[src/rtl/uart_irq_ident.sv]
module uart_irq_ident (
  input  logic       clk,
  input  logic       rst_n,
  input  logic [3:0] ier,
  input  logic       fifo_on,
  input  logic       ev_line_err,
  input  logic       ev_rx_ready,
  input  logic       ev_rx_timeout,
  input  logic       ev_tx_empty,
  input  logic       ev_modem,
  input  logic       id_rd,
  output logic [7:0] id_reg,
  output logic       irq
);
  localparam int NSRC = 5;
  localparam int S_MS = 0, S_TX = 1, S_RX = 2, S_LE = 3, S_TO = 4;

  logic [NSRC-1:0] ev, en, pend, pend_d, top_oh;
  logic [2:0]      code;

  // source vector ordered by rising priority
  assign ev = {ev_rx_timeout, ev_line_err, ev_rx_ready, ev_tx_empty, ev_modem};
  assign en = {ier[0], ier[2], ier[0], ier[1], ier[3]};

  always_comb begin
    top_oh = '0;
    code   = 3'b000;
    if (pend[S_TO]) begin
      top_oh[S_TO] = 1'b1; code = 3'b110;
    end else if (pend[S_LE]) begin
      top_oh[S_LE] = 1'b1; code = 3'b011;
    end else if (pend[S_RX]) begin
      top_oh[S_RX] = 1'b1; code = 3'b010;
    end else if (pend[S_TX]) begin
      top_oh[S_TX] = 1'b1; code = 3'b001;
    end else if (pend[S_MS]) begin
      top_oh[S_MS] = 1'b1; code = 3'b000;
    end
  end

  // clear only the reported cause; live or new conditions re-capture
  assign pend_d = en & (ev | (pend & ~(id_rd ? top_oh : '0)));

  always_ff @(posedge clk or negedge rst_n)
    if (!rst_n) pend <= '0;
    else        pend <= pend_d;

  assign irq    = |pend;
  assign id_reg = {fifo_on, fifo_on, 2'b00, code, ~irq};
endmodule


[config.mk]
export PLATFORM = sky130hd
export DESIGN_NAME = uart_irq_ident
export DESIGN_NICKNAME = d
export VERILOG_FILES = /design/src/rtl/uart_irq_ident.sv
export SDC_FILE = /design/constraint.sdc
export NUM_CORES = 1
export LEC_CHECK = 0
export BUFFER_PORTS_ARGS = -buffer_cell sky130_fd_sc_hd__buf_4
export CORE_AREA = 2 2 39 41
export CTS_CLUSTER_DIAMETER = 60
export CTS_CLUSTER_SIZE = 8
export DETAILED_ROUTE_END_ITERATION = 16
export DIE_AREA = 0 0 41 43
export SLEW_MARGIN = 20
export SYNTH_ARGS = -nofsm -noshare
export SYNTH_HDL_FRONTEND = slang
export SYNTH_SLANG_ARGS = --single-unit
[constraint.sdc]
create_clock -name clk -period 1.5 [get_ports clk]
set_clock_uncertainty 0.05 [all_clocks]
set_input_delay 0.15 -clock clk [delete_from_list [all_inputs] [get_ports clk]]
set_output_delay 0.15 -clock clk [all_outputs]
set_load 0.01 [all_outputs]
## Word-level counts from Yosys, hierarchy flattened

Cells that the tools add are included.

- Bits in registers: 5
- Input port bits: 13
- Output and inout port bits: 9

- Muxes and demuxes: 14
- Bitwise gates (word level): 5
- Reduce and logical (&&, ||, !) cells: 1

Operators by type and width:

| kind | count |
|---|---|
| 5-bit AND | 2 |
| 1-bit two-way mux | 7 |
| 2-bit two-way mux | 3 |
| 3-bit two-way mux | 2 |
| 5-bit two-way mux | 1 |
| 5-bit NOT | 1 |
| 5-bit bitwise OR | 1 |
| 5-bit OR reduction | 1 |
| 4-bit two-way mux | 1 |
| 1-bit NOT | 1 |

## Depth between registers and ports, before layout

Gate-level depths: netlist of the first run.

- Depth after elaboration: 10
- Gate-level depth with buffers: 3

## Least setup slack after synthesis of the first run

OpenSTA, ideal clock, no wires.

- Path type: reg2out
- Start: register pend[3]
- End: output id_reg[0]
- Data arrival time: 1.242 ns
- Setup slack: 0.058 ns
- Cell stages (with the launch flop): 4
- Cell sequence: dfrtp_1 or3_4 or3_4 inv_2

- Word-level cells in the longest chain between the ends: 2

Ends and longest elaborated chain:

| element | line | source |
|---|---|---|
| from (decl) | 18 | `logic [NSRC-1:0] ev, en, pend, pend_d, top_oh;` |
| from (signal assigned) | 46 | `else pend <= pend_d;` |
| 5-bit OR reduction | 48 | `assign irq = \|pend;` |
| via irq | 13 | `output logic irq` |
| 1-bit NOT | 49 | `assign id_reg = {fifo_on, fifo_on, 2'b00, code, ~irq};` |
| to (decl) | 12 | `output logic [7:0] id_reg,` |

The timed path passes the listed nets, and every way through them passes these cells.

## Worst setup path in the final report of the first run

- Start: register pend[3]
- End: output irq

- Word-level cells in the longest chain between the ends: 1

Ends and longest elaborated chain:

| element | line |
|---|---|
| 5-bit OR reduction | 48 |
| to (decl) | 13 |

No other way between the ends.

==> results.py, run 1 <==
metrics = {
    "placement": {
        "dp_hpwl_um": 492,
        "io_buffers": 16,
        "placed_cell_area_um2": 413,
        "pre_cts_ws_ns": 0.0606,
        "routabilityCongestion": 0.674,
    },
    "power_and_ir_drop": {
        "powerDensity_nw_per_um2": 865,
        "p_leak_nw": 0.234,
        "peakVddDrop_mv": 0.249,
    },
    "synthesis": {
        "synth_seq_cells": 5,
        "synth_commonest_cells": "buf_4 (5), dfrtp_1 (5), nor2_1 (4)",
        "synth_edf_count": 0,
        "yosysTopAreaCell": "dfrtp_1",
        "ys_async_sr_fraction": 1.00,
        "synth_top_cell_area_share": 0.441,
        "synthCells": 31,
        "synthFlopType": "dfrtp_1",
        "synthTopCellsByArea": "dfrtp_1 (44%), buf_4 (13%), or3_4 (7.9%)",
        "ys_seq_area_frac": 0.441,
        "syn_area_um2": 284,
        "yosysWarnings": 0,
        "synth_cell_type_count": 15,
        "synth.avg_cell_area_um2": 9.16,
    },
    "cts": {
        "clkSinkCount": 5,
        "cts_max_level": 1,
        "cts_tree": "done",
        "cts_buffers": 3,
        "clkTransAtPathRegs_ns": 0.04,
        "root_buffer": "clkbuf_4",
        "clock_latency_ns": 0.23,
        "clk_path_buf_depth": 2,
    },
    "finish": {
        "syn2layout_area_growth_pct": 64.3,
        "layout-drive-gt1-share": 0.519,
        "fin_area_um2": 467,
        "diodes": 0,
        "layout.nets": 66,
        "largest_register_ffs": 5,
        "largest_registers": "pend x5",
        "regMostFlops": "pend",
    },
    "floorplanning": {
        "rows": 14,
        "core-area_um2": 1380,
        "initial_core_util": 0.205,
        "die_h_um": 43,
        "dieArea_um2": 1760,
        "pin_count": 22,
        "die_w_um": 41,
    },
    "critical_path": {
        "critPathRequiredTime_ns": 1.30,
        "arrival_ns": 1.48,
        "critPathLaunchType": "flop",
        "crit_type": "flop to output pin",
        "cp_max_fo": 2,
        "cp-end-kind": "output pin",
    },
    "sta": {
        "fmax_ghz": 0.595,
        "rsz0062_at_grt": "yes",
        "post-route-period-util": 1.12,
        "hold_viol": 0,
        "finalSetupViolCount": 2,
        "fin_ws_ns": -0.181,
        "finalCriticalPeriod_ns": 1.68,
        "slew_viol_final": 0,
    },
    "drt": {
        "ant_nets": 0,
        "wire_per_inst_um": 8.49,
        "dr_total_vias": 263,
        "viasPerCell": 3.87,
        "drtIter0Drc": 1,
        "wirelength_um": 577,
        "drc": 0,
        "drtPass1Iterations": 5,
    },
    "grt": {
        "grt_start_max_net_pins": 6,
        "grt_usage": 0.0810,
        "antenna_found_initial": 0,
        "grt_pass1_vias": 273,
        "grt_first_pass_wirelength_um": 917,
        "grt_overflow_total": 0,
    },
    "outcome": {
        "status": "complete, but fails checks",
        "violations": "negative setup slack",
    },
    "job": {
        "max-cap-violations": 0,
    },
    "min_path": {
        "hold_class": "input pin to flop",
    },
}
[power by group]
part           total (mW)  switching, mW  internal [mW]
combinational       0.102         0.0388         0.0630
clock               0.150         0.0497          0.100
sequential          0.152        0.00665          0.145
[timing repair]
item | in CTS | in global routing
endpoints found under the hold margin | 5 | 0
hold buffers | 1 | 0
setup buffers | 0 | 1
gates resized for setup | 1 | 1
endpoints found under the setup margin | 2 | 4
[per-layer routing]
metal	GRT usage	vias up	wire length, um
met5	0	-	0
met1	0.0792	114	225
met3	0.0314	0	48
li1	-	137	-
met2	0.128	12	303
met4	0.0600	0	0
[kinds of logic (layout without fill, tap and decap cells)]
logic type | Yosys count | count (layout) | synth area share
AND/OR/NAND/NOR | 12 | 12 | 0.273
other | 1 | 2 | 0.0132
AO/OA/AOI/OAI | 6 | 6 | 0.115
flip-flops | 5 | 5 | 0.441
buffers and inverters | 7 | 27 | 0.159
[layout make-up]
type | count | area (um2)
clock buffer | 4 | 26.3
fill | 148 | 917
sequential | 5 | 125
timing repair buffer | 21 | 164
tap | 16 | 20.0
inverter | 2 | 7.51
multi-input combinational | 20 | 124
[worst max-delay path: stages (launching register included)]
cell and delay, ns:
dfrtp_1 0.37, or3_4 0.38, or3_4 0.34, buf_4 0.15
[layout by cell type (no fill, tap or decap)]
master / instances
nor3b_1: 1
clkbuf_4: 3
nor3_1: 1
buf_4: 19
dlygate4sd3_1: 1
or3_4: 2
clkbuf_1: 1
o21a_1: 1
a21oi_1: 2
nor2b_1: 2
inv_1: 1
conb_1: 2
dfrtp_1: 5
o21ai_0: 3
nand2b_1: 1
buf_6: 1
nor2_1: 4
nor4b_2: 1
inv_2: 1
[through the flow]
step	utilization	cells	hold slack, ns	total power [mW]	TNS (ns)
4_1_cts	0.327	67	0.0691	0.412	-0.393
6_report	0.337	68	0.0796	0.404	-0.358
3_3_place_gp	0.298	62	-0.0968	0.248	0
2_1_floorplan	-	32	-0.196	0.202	0
5_1_grt	0.337	68	0.0714	0.434	-0.475
3_5_place_dp	0.298	62	-0.0970	0.249	0
[final timing paths]
| path | end | startpoint | depth (start not counted) | slack [ns] |
|---|---|---|---|---|
| min in group asynchronous | pend[4] | rst_n | 2 | 0.21 |
| max in group asynchronous | pend[1] | rst_n | 2 | 1.09 |
| setup reg to reg | pend[0] | pend[3] | 4 | 0.16 |
| setup / recovery | irq | pend[3] | 3 | -0.18 |
| hold / removal | pend[4] | ev_rx_timeout | 2 | 0.08 |
| hold reg to reg | pend[0] | pend[0] | 2 | 0.51 |
No activity file was read; power rests on OpenSTA's default activity.
==> inputs of run 2 (changes only) <==
--- a/config.mk
+++ b/config.mk
@@ -5,12 +5,13 @@
 export SDC_FILE = /design/constraint.sdc
 export NUM_CORES = 1
 export LEC_CHECK = 0
-export BUFFER_PORTS_ARGS = -buffer_cell sky130_fd_sc_hd__buf_4
 export CORE_AREA = 2 2 39 41
 export CTS_CLUSTER_DIAMETER = 60
 export CTS_CLUSTER_SIZE = 8
 export DETAILED_ROUTE_END_ITERATION = 16
 export DIE_AREA = 0 0 41 43
+export DONT_BUFFER_PORTS = 1
+export RECOVER_POWER = 50
 export SLEW_MARGIN = 20
 export SYNTH_ARGS = -nofsm -noshare
 export SYNTH_HDL_FRONTEND = slang
==> run 2 against run 1 <==
Effect of this change:
- the run still ends with negative setup slack left
- clock-buffer cell count fell by 1
- non-clock buffer count decreased by 11
- sequential share of layout area is 5.2 points higher
- via count fell by 8.4%
- maximum frequency rose by 2.2%
- first-iteration DRC count unchanged
- hold slack got worse by 0.060 ns
- core utilization decreased by 5.5 points
- critical path depth unchanged
- combinational power is 30% lower
- global-route usage rose by 0.093 points
- critical path type unchanged
==> results.py, run 2 (synthesized netlist as in run 1, its figures left out) <==
metrics = {
    "outcome": {
        "violations": "negative setup slack",
        "status": "complete, but fails checks",
    },
    "finish": {
        "syn2layout_area_growth_pct": 37.4,
        "regMostFlops": "pend",
        "final_cells": 57,
        "largest_register_ffs": 5,
        "layout-drive-gt1-share": 0.268,
        "final_common_cell": "dlygate4sd3_1",
        "layout.nets": 55,
        "layout_common_cells": "dlygate4sd3_1 (6), dfrtp_1 (5), nor2_1 (4), buf_4 (4)",
        "diodes": 0,
        "largest_registers": "pend x5",
        "fillers": 162,
    },
    "sta": {
        "rsz0062_at_grt": "yes",
        "fmax_ghz": 0.608,
        "slew_viol_final": 0,
        "finalSetupViolCount": 2,
        "finalCriticalPeriod_ns": 1.64,
        "fin_ws_ns": -0.145,
        "post-route-period-util": 1.10,
        "hold_viol": 0,
    },
    "grt": {
        "grt_first_pass_wirelength_um": 938,
        "grt_start_max_net_pins": 6,
        "grt_pass1_vias": 252,
        "antenna_found_initial": 0,
        "grt_overflow_total": 0,
        "grt_usage": 0.0819,
    },
    "drt": {
        "wirelength_um": 586,
        "drtIter0Drc": 1,
        "dr_total_vias": 241,
        "drc": 0,
        "ant_nets": 0,
        "drtPass1Iterations": 2,
        "viasPerCell": 4.23,
        "wire_per_inst_um": 10.3,
    },
    "power_and_ir_drop": {
        "powerDensity_nw_per_um2": 960,
        "peakVddDrop_mv": 0.265,
        "power_uw": 375,
        "p_leak_nw": 0.178,
    },
    "cts": {
        "cts_max_level": 1,
        "clkSinkCount": 5,
        "clk_path_buf_depth": 2,
        "root_buffer": "clkbuf_4",
        "cts_tree": "done",
        "cts_buffers": 3,
        "clkTransAtPathRegs_ns": 0.05,
        "clock_latency_ns": 0.24,
    },
    "critical_path": {
        "crit_path_top_delay_cell": "or3_4",
        "crit_family": "simple AND/OR/NAND/NOR gates",
        "crit_type": "flop to output pin",
        "r2r_cells": 4,
        "cp_max_fo": 2,
        "crit_buf_inv": 1,
        "max_stage_delay_ns": 0.39,
        "crit_top_cell": "or3_4",
        "critPathLaunchType": "flop",
        "critPathRequiredTime_ns": 1.30,
        "cp-end-kind": "output pin",
        "r2r_slack_ns": 0.08,
        "path_cells": "or3_4, or3_4, inv_4",
        "arrival_ns": 1.44,
        "path_depth": 3,
    },
    "floorplanning": {
        "core-area_um2": 1380,
        "pin_count": 22,
        "initial_core_util": 0.205,
        "die_h_um": 43,
        "rows": 14,
        "dieArea_um2": 1760,
        "die_w_um": 41,
    },
    "placement": {
        "io_buffers": 0,
        "routabilityCongestion": 0.656,
        "dp.cells": 46,
    },
    "min_path": {
        "hold_class": "input pin to flop",
        "whs_path_depth": 2,
    },
    "job": {
        "max-cap-violations": 0,
    },
}
-- run 2: changes by cell type in the layout (fill, tap and decap cells not counted) --
cell / before / now
buf_4: 19 / 4
buf_6: 1 / 0
clkbuf_1: 1 / 0
clkinv_2: 0 / 1
dlygate4sd3_1: 1 / 6
inv_2: 1 / 0
inv_4: 0 / 1
nor4b_1: 0 / 1
nor4b_2: 1 / 0
-- run 2: routing by layer --
metal	wire, um	vias to the layer above	GRT usage
met3	80	0	0.0419
met1	206	111	0.0789
met4	0	0	0.0600
met5	0	-	0
li1	-	117	-
met2	299	13	0.125
-- run 2: repair_timing --
action / in CTS / in global routing
cloned: 0 / 0
hold buffers: 6 / 0
setup endpoints to repair: 2 / 3
gates resized for setup: 0 / 1
hold endpoints to repair: 10 / 0
setup buffers: 0 / 1
-- run 2: layout make-up --
type / instances / area, um2 / share of cell area
inverters: 2 / 10.0 / 0.0256
multi-input cells: 20 / 118 / 0.301
flip-flops and latches: 5 / 125 / 0.321
repair buffers: 10 / 90.1 / 0.231
clock inverters: 1 / 5.00 / 0.0128
well taps: 16 / 20.0 / 0.0513
clock buffers: 3 / 22.5 / 0.0577
-- run 2: path summary, 6_finish.rpt --
path	from	to
setup / recovery	pend[3]	id_reg[0]
hold / removal	ev_line_err	pend[3]
setup reg to reg	pend[3]	pend[0]
hold reg to reg	pend[0]	pend[0]
max in group asynchronous	rst_n	pend[4]
min in group asynchronous	rst_n	pend[2]
-- run 2: per-stage QoR --
step / area [um2] / setup WS (ns) / util / TNS (ns) / hold slack (ns)
after global routing: 390 / -0.187 / 0.282 / -0.300 / 0.0282
after CTS: 380 / -0.160 / 0.275 / -0.237 / 0.00727
after floorplan: 288 / 0.0582 / - / 0 / -0.196
after detailed placement: 293 / 0.0795 / 0.212 / 0 / -0.195
final: 390 / -0.145 / 0.282 / -0.217 / 0.0192
after global placement: 293 / 0.110 / 0.212 / 0 / -0.195
-- run 2: report_power, final --
group	switching (mW)	internal [mW]
logic	0.0333	0.0384
clock network	0.0554	0.0964
registers	0.00611	0.145
total	0.0948	0.280
==> inputs of run 3 (changes only) <==
==> constraint.sdc (replaced) <==
create_clock -name clk -period 1.5 [get_ports clk]
set_clock_uncertainty 0.05 [all_clocks]
set_input_delay 0.3 -clock clk [delete_from_list [all_inputs] [get_ports clk]]
set_output_delay 0.3 -clock clk [all_outputs]
set_load 0.01 [all_outputs]
==> run 3 against run 2 <==
Effect of this change:
- the run still ends with negative setup slack left
- via count shrank 6.6%
- non-clock buffer count shrank 5
- sequential cell count is the same
- design area shrank 12%
- combinational power shrank 14%
- routed wire length shrank 8.7%
==> results.py, run 3 (synthesized netlist as in run 1, its figures left out) <==
metrics = {
    "outcome": {
        "status": "complete, but fails checks",
        "violations": "negative setup slack",
    },
    "finish": {
        "fillers": 157,
        "largest_register_ffs": 5,
        "regMostFlops": "pend",
        "layout-drive-gt1-share": 0.306,
        "syn2layout_area_growth_pct": 21.6,
        "diodes": 0,
        "final_cells": 52,
        "largest_registers": "pend x5",
        "layout_common_cells": "dfrtp_1 (5), nor2_1 (4), buf_4 (4)",
        "layout.nets": 50,
        "final_common_cell": "dfrtp_1",
    },
    "drt": {
        "drtPass1Iterations": 2,
        "wl_met3_um": 72,
        "maxUsedRoutingLayer": "met3",
        "wire_per_inst_um": 10.3,
        "drc": 0,
        "met2_length_um": 267,
        "ant_nets": 0,
        "wirelength_um": 535,
        "dr_total_vias": 225,
        "wl_met1_um": 196,
        "drtIter0Drc": 6,
        "viasPerCell": 4.33,
    },
    "cts": {
        "clkTransAtPathRegs_ns": 0.04,
        "clkSinkCount": 5,
        "clk_path_buf_depth": 2,
        "clock_latency_ns": 0.23,
        "cts_tree": "done",
        "cts_max_level": 1,
        "root_buffer": "clkbuf_4",
        "cts_buffers": 3,
    },
    "critical_path": {
        "critPathRequiredTime_ns": 1.15,
        "startpoint": "pend[2]",
        "r2r_end": "pend[0]",
        "reg2reg_from": "pend[2]",
        "crit_type": "flop to output pin",
        "cp_max_fo": 2,
        "cp-end-kind": "output pin",
        "r2r_cells": 4,
        "critPathLaunchType": "flop",
        "r2r_slack_ns": 0.14,
        "arrival_ns": 1.43,
    },
    "sta": {
        "slew_viol_final": 0,
        "post-route-period-util": 1.19,
        "rsz0062_at_grt": "yes",
        "fin_ws_ns": -0.278,
        "hold_viol": 0,
        "finalSetupViolCount": 2,
        "fmax_ghz": 0.562,
        "finalCriticalPeriod_ns": 1.78,
    },
    "power_and_ir_drop": {
        "peakVddDrop_mv": 0.238,
        "p_leak_nw": 0.156,
        "power_uw": 361,
        "powerDensity_nw_per_um2": 1050,
    },
    "placement": {
        "io_buffers": 0,
        "dp.cells": 47,
        "dp_hpwl_um": 473,
        "routabilityCongestion": 0.715,
    },
    "floorplanning": {
        "rows": 14,
        "initial_core_util": 0.205,
        "core-area_um2": 1380,
        "die_h_um": 43,
        "dieArea_um2": 1760,
        "die_w_um": 41,
        "pin_count": 22,
    },
    "grt": {
        "antenna_found_initial": 0,
        "grt_pass1_vias": 217,
        "grt_usage": 0.0749,
        "grt_start_max_net_pins": 6,
        "grt_first_pass_wirelength_um": 772,
        "grt_overflow_total": 0,
    },
    "min_path": {
        "whs_path_depth": 1,
        "hold_start": "ier[0]",
        "hold_class": "input pin to flop",
        "min_delay_worst_endpoint": "pend[4]",
    },
    "job": {
        "max-cap-violations": 0,
    },
}
[run 3: final cells by class]
cell class	instances	area [um2]	share of cell area
well taps	16	20.0	0.0580
inverters	2	10.0	0.0290
repair buffers	5	40.0	0.116
flip-flops and latches	5	125	0.362
multi-input cells	20	124	0.359
clock buffers	4	26.3	0.0761
[run 3: power by group]
group          total, mW  switching, mW  internal (mW)  leakage [nW]
registers          0.151        0.00621          0.145        0.0635
clock network      0.148         0.0480          0.100        0.0150
logic             0.0619         0.0314         0.0305        0.0776
[run 3: what timing repair did]
action	CTS	global route
hold buffers	1	0
cloned	0	0
resized for setup	0	2
setup buffers	0	0
hold endpoints to repair	5	0
pin swaps	0	0
setup endpoints to repair	3	4
[run 3: critical path: stages, from the launching register on]
cell and delay (ns):
dfrtp_1 0.37, or3_4 0.38, or3_4 0.37, inv_4 0.07
[run 3: how the worst max path moves through the flow]
stage | end | cells after the start
2_1_floorplan | id_reg[0] | 3
3_3_place_gp | id_reg[0] | 3
3_5_place_dp | id_reg[0] | 3
4_1_cts | id_reg[0] | 3
5_1_grt | id_reg[0] | 3
6_report | id_reg[0] | 3
[run 3: through the flow]
step / setup WS [ns] / hold slack [ns] / cell area (um2) / utilization / setup TNS [ns]
final: -0.278 / 0.133 / 345 / 0.250 / -0.483
after global routing: -0.333 / 0.113 / 345 / 0.250 / -0.619
after CTS: -0.294 / 0.120 / 337 / 0.243 / -0.511
after detailed placement: -0.0336 / -0.0455 / 300 / 0.217 / -0.0336
after global placement: -0.0292 / -0.0455 / 300 / 0.217 / -0.0292
after floorplan: -0.0724 / -0.0456 / 288 / - / -0.0724
[run 3: routing by layer]
layer,track usage,vias to the layer above
met4,0.100,0
met3,0.0419,0
met5,0,-
met2,0.0938,13
li1,-,108
met1,0.0693,104
